<file path="config.mk">
export PLATFORM = sky130hd
export DESIGN_NAME = mm_proc
export DESIGN_NICKNAME = d
export VERILOG_FILES = /design/src/rtl/mm_proc.sv
export SDC_FILE = /design/constraint.sdc
export NUM_CORES = 1
export LEC_CHECK = 0
export BUFFER_PORTS_ARGS = -buffer_cell sky130_fd_sc_hd__buf_2
export CELL_PAD_IN_SITES_DETAIL_PLACEMENT = 1
export CELL_PAD_IN_SITES_GLOBAL_PLACEMENT = 1
export CORE_MARGIN = 3
export CORE_UTILIZATION = 45
export DETAILED_ROUTE_END_ITERATION = 10
export PLACE_DENSITY_LB_ADDON = 0.25
export SLEW_MARGIN = 20
export SYNTH_ARGS = -nofsm -noshare
export SYNTH_HDL_FRONTEND = slang
export SYNTH_SLANG_ARGS = --single-unit
</file>
<file path="constraint.sdc">
create_clock -name clk -period 6.9 [get_ports clk]
set_input_delay 0.69 -clock clk [delete_from_list [all_inputs] [get_ports clk]]
set_output_delay 0.69 -clock clk [all_outputs]
set_load 0.05 [all_outputs]
</file>
<file path="src/rtl/mm_proc.sv">
module mm_proc #(
  parameter int AW   = 11,
  parameter int GFW  = 8,
  parameter int POLY = 'h11D
) (
  input  logic          clk,
  input  logic          ce,
  input  logic          rst,
  input  logic [AW-1:0] start_pc,
  output logic [AW-1:0] mem_addr,
  output logic          mem_we,
  output logic [AW:0]   mem_wdata,
  input  logic [AW:0]   mem_rdata
);
  localparam int NW = 8;
  localparam logic [GFW-1:0] RED = GFW'(POLY);

  logic [3:0]    step;
  logic [AW-1:0] pc, opa, baddr, mdr, res;
  logic [1:0]    op;
  logic          neg;
  wire  [AW-1:0] rd = mem_rdata[AW-1:0];

  function automatic logic [GFW-1:0] gf_mul(input logic [GFW-1:0] x, input logic [GFW-1:0] y);
    logic [GFW-1:0] acc, sh;
    acc = '0;
    sh  = x;
    for (int i = 0; i < GFW; i++) begin
      if (y[i]) acc = acc ^ sh;
      sh = sh[GFW-1] ? ((sh << 1) ^ RED) : (sh << 1);
    end
    return acc;
  endfunction

  always_comb begin
    case (op)
      2'b00:   res = rd - opa;
      2'b01:   res = AW'(gf_mul(opa[GFW-1:0], rd[GFW-1:0]));
      2'b10:   res = rd ^ opa;
      default: res = {{(AW-NW){1'b0}}, rd[AW-1], rd[NW-2:0]};
    endcase
  end

  always_comb begin
    case (step)
      4'd1, 4'd4: mem_addr = rd;
      4'd6:       mem_addr = baddr;
      4'd7:       mem_addr = pc + AW'(1);
      default:    mem_addr = pc;
    endcase
  end

  assign mem_we    = (step == 4'd6);
  assign mem_wdata = {1'b0, mdr};

  always_ff @(posedge clk) begin
    if (rst) begin
      step  <= '0;
      pc    <= start_pc;
      opa   <= '0;
      baddr <= '0;
      mdr   <= '0;
      op    <= '0;
      neg   <= 1'b0;
    end else if (ce) begin
      step <= (step == 4'd8) ? 4'd0 : step + 4'd1;
      case (step)
        4'd0: pc <= pc + AW'(1);
        4'd1: op[1] <= mem_rdata[AW];
        4'd2: opa <= rd;
        4'd4: begin
          op[0] <= mem_rdata[AW];
          baddr <= rd;
        end
        4'd5: begin
          mdr <= res;
          neg <= (op == 2'b00) && res[AW-1];
        end
        4'd8: pc <= pc + (neg ? rd : AW'(1)) + AW'(1);
        default: ;
      endcase
    end
  end


  step_range_chk: assert property (@(posedge clk) disable iff (rst) step <= 4'd8);

  step_wrap_chk: assert property (@(posedge clk) disable iff (rst) (ce && step == 4'd8) |=> step == 4'd0);

  freeze_chk: assert property (@(posedge clk) disable iff (rst) !ce |=> ($stable(pc) && $stable(step) && $stable(mdr)));

  pc_hold_chk: assert property (@(posedge clk) disable iff (rst)
    (ce && step != 4'd0 && step != 4'd8) |=> $stable(pc));

  wdata_top_chk: assert property (@(posedge clk) disable iff (rst) mem_we |-> !mem_wdata[AW]);

  narrow_chk: assert property (@(posedge clk) disable iff (rst)
    (step == 4'd6 && op == 2'b11) |-> mdr[AW-1:NW] == '0);
endmodule

</file>
==> results.md <==
- Slew @ Worst Pin: 1.03 ns
- Final period util: a little over half
- Arr. time, crit path: 2.95 ns
- DR WL/cell: roughly 19 µm
- Peak supply drop: roughly 0.12 mV
- Pre-CTS setup slack: ~3.7 ns
- H-tree levels: 2
- Top-count cell post-synth: nand2_1
- TritonCTS sink count: ~50
- Pwr dens: ~160 nW/µm²
- Worst path top cell family by delay: simple AND/OR/NAND/NOR gates
- Syn avg cell area: between 7 and 8 µm²
- Post-Syn Nets: between 700 and 800
- Worst Hold Class: flop to flop
- Worst-Skew Late Latency: approximately 0.34 ns
- Async SR Flop Fraction: 0%
- Std-Cell Rows: 37
- IO Count: 50
- Num CTS Buffers: 5
- Worst slew margin: between 30% and 40%
- CP Launch Type: flop
- Initial antenna violation count: 0
- Post-CTS Setup Bufs: 0
- Number of synthesized flops with an enable pin: 11
- Setup TNS Final: 0 ns
- All-Layer GR Usage: approximately 24%
- CTS clk-pin slew, worst paths: approximately 0.11 ns
- CTS root buf: clkbuf_8
- Final Hold Fails: 0
- Largest cells by area after synthesis: dfxtp_1 16%, nand2_1 10%, xnor2_1 9.7%
- Number of max-cap violations: 0
- DR vias: 4727
- FMAX: roughly 0.27 GHz
- Port bufs: 48
- Required time of the critical path: between 6 and 7 ns
- Distinct cell type count after synthesis: a little under 70
- Final Max Tran Viols: 0
- Die area: 12500 µm²
- Final Util: between 50 and 60%
- Largest net degree at the start of global routing: 52
- Layout area overhead: 6.46%
- Tot Pwr: 0.857 mW
- # diodes: 0
- Starting Density: between 40% and 50%
- Vias/cell: approximately 5.9
- Cts repair resizes: 0
- Worst stage delay on the critical path: between 0.7 and 0.8 ns
- Die width: ~110 µm
- Yosys Warn Count: 0
- Sequential share of the synthesized area: about 22%
- RD Place Congestion: around 0.88
- Final setup viols: 0
- Worst clock skew: about 0.016 ns
- DPL Wire Length: roughly 11 mm
- Synth cell count leaders: 139 x nand2_1, 56 x xnor2_1, 50 x a21oi_1
- Die Y: roughly 110 µm
- Core area: 10600 µm²
- Clock tree from TritonCTS: built
- Iteration count of the initial detailed-routing pass: 5
- Vias in the first global route: between 4k and 5k
- Unrepaired setup endpoints after global routing: no
- Fin Hold WS: approximately 0.46 ns
- Antenna viol nets, final: 0
- Final wirelength: 15.2 mm
- CP Max Fanout: 14
- R2r setup slk: between 3 and 4 ns
- Post-synthesis cell area: between 5000 and 6000 µm²
- Top-area cell type share of the netlist area: between 15 and 20%
- First-pass GRT wire length: 25.0 mm
- Outcome: complete, no violations
- Hold buffers post-CTS: 0
- CP Class: flop to output port
- Fin crit period: about 3.6 ns
- CP dominant cell by count: nor2_1
- Initial detailed-routing violation count: 260
- Nets: slightly above 700
- Clock Path Buffers: 2
- DRC viols: 0
- Post-synthesis register bit count: ~50
- Gate Count Post-Synth: about 660
- Share of post-route cells with drive strength above 1: ~11%
- Cell taking the most area after synthesis: dfxtp_1
- Worst path cell trace: inv_1 > ha_1 > mux2i_1 > nor2_1 > or3_1 > nor2_1 > a21oi_1 > buf_2
- Fin worst setup slack: roughly 3.3 ns
- CP Buf/Inv Count: 2
- P_leak: 2.13 nW
- Crit end category: output port
- Grt ovf: 0
- Fillcell total: 1353
- Slowest CP cell: nor2_1
- Predominant post-synthesis flop cell: dfxtp_1
-- final cells by class --
| class | count | area [µm²] | share of cell area (%) |
|---|---|---|---|
| Inverter | 30 | 113 | 2.10 |
| Sequential cell | 51 | 1130 | 21.1 |
| Multi-Input combinational cell | 534 | 3570 | 66.7 |
| Timing Repair Buffer | 49 | 248 | 4.62 |
| Tap cell | 136 | 170 | 3.17 |
| Clock buffer | 7 | 119 | 2.22 |
| Clock inverter | 1 | 7.51 | 0.140 |
-- report_power, final --
| group | switching [mW] | leakage, nW | internal (mW) |
|---|---|---|---|
| registers | 0.0241 | 0.433 | 0.319 |
| clock network | 0.117 | 0.0607 | 0.116 |
| logic | 0.176 | 1.64 | 0.105 |
-- per-layer routing --
layer | part of all wire, % | wire length [µm] | up-vias | GRT usage, %
met5 | 0 | 0 | - | 0
met4 | 1.2 | 184 | 0 | 5.43
met3 | 4.4 | 665 | 13 | 2.93
met2 | 48 | 7250 | 113 | 41.9
met1 | 47 | 7070 | 2338 | 32.9
li1 | - | - | 2263 | -
-- flip-flops by register name, summed over array words and instances, names as in the netlist --
register / count
pc: 11
neg: 1
mdr: 11
opa: 11
op: 2
step: 4
baddr: 11
-- layout by cell type, fill, tap and decap left out, types with 3 or more instances in the layout --
cell / instances
a211oi_1: 7
a21o_1: 3
a21oi_1: 50
a221oi_1: 3
a222oi_1: 7
a22oi_1: 3
a31oi_1: 3
and2_1: 10
and3_1: 8
buf_2: 48
clkbuf_8: 5
dfxtp_1: 40
edfxtp_1: 11
ha_1: 26
inv_1: 30
mux2_2: 3
mux2i_1: 9
nand2_1: 139
nand3_1: 13
nand3b_1: 4
nor2_1: 47
nor2b_1: 8
nor3_1: 9
nor3b_1: 3
o211ai_1: 3
o21a_1: 6
o21ai_0: 36
xnor2_1: 56
xnor3_1: 11
xor2_1: 19
xor2_2: 3
-- worst min-delay path, delay by kind of cell, from the launching register on --
| kind | cells | cell delay, ns |
|---|---|---|
| flops | 1 | 0.33 |
| simple gates | 1 | 0.05 |
| compound gates | 1 | 0.05 |
-- worst paths after layout --
| path | cells after the start | startpoint | endpoint |
|---|---|---|---|
| setup reg to reg | 11 | neg | pc[10] |
| hold reg to reg | 2 | mdr[4] | mdr[4] |
| hold / removal | 2 | mdr[4] | mdr[4] |
| setup / recovery | 8 | step[0] | mem_addr[3] |
-- metrics by stage --
stage / area (µm²) / cells
after floorplan: 5040 / 659
after global placement: 5240 / 800
after detailed placement: 5240 / 800
after CTS: 5360 / 808
after global routing: 5360 / 808
final: 5360 / 808
-- logic make-up (layout without fill, tap and decap cells) --
kind of cell,count (synthesis),in the layout,synth area share [%]
adders and majority gates,28,28,7.25
DFF,51,51,22.5
AOI/OAI and AO/OA,147,147,18.9
xor gates and xnor gates,91,91,20.0
buffers and inverters,74,87,6.58
muxes,12,12,2.46
and+or+nand+nor,255,255,22.3
other,1,1,0.0745
No activity file was read; power rests on OpenSTA's default activity.
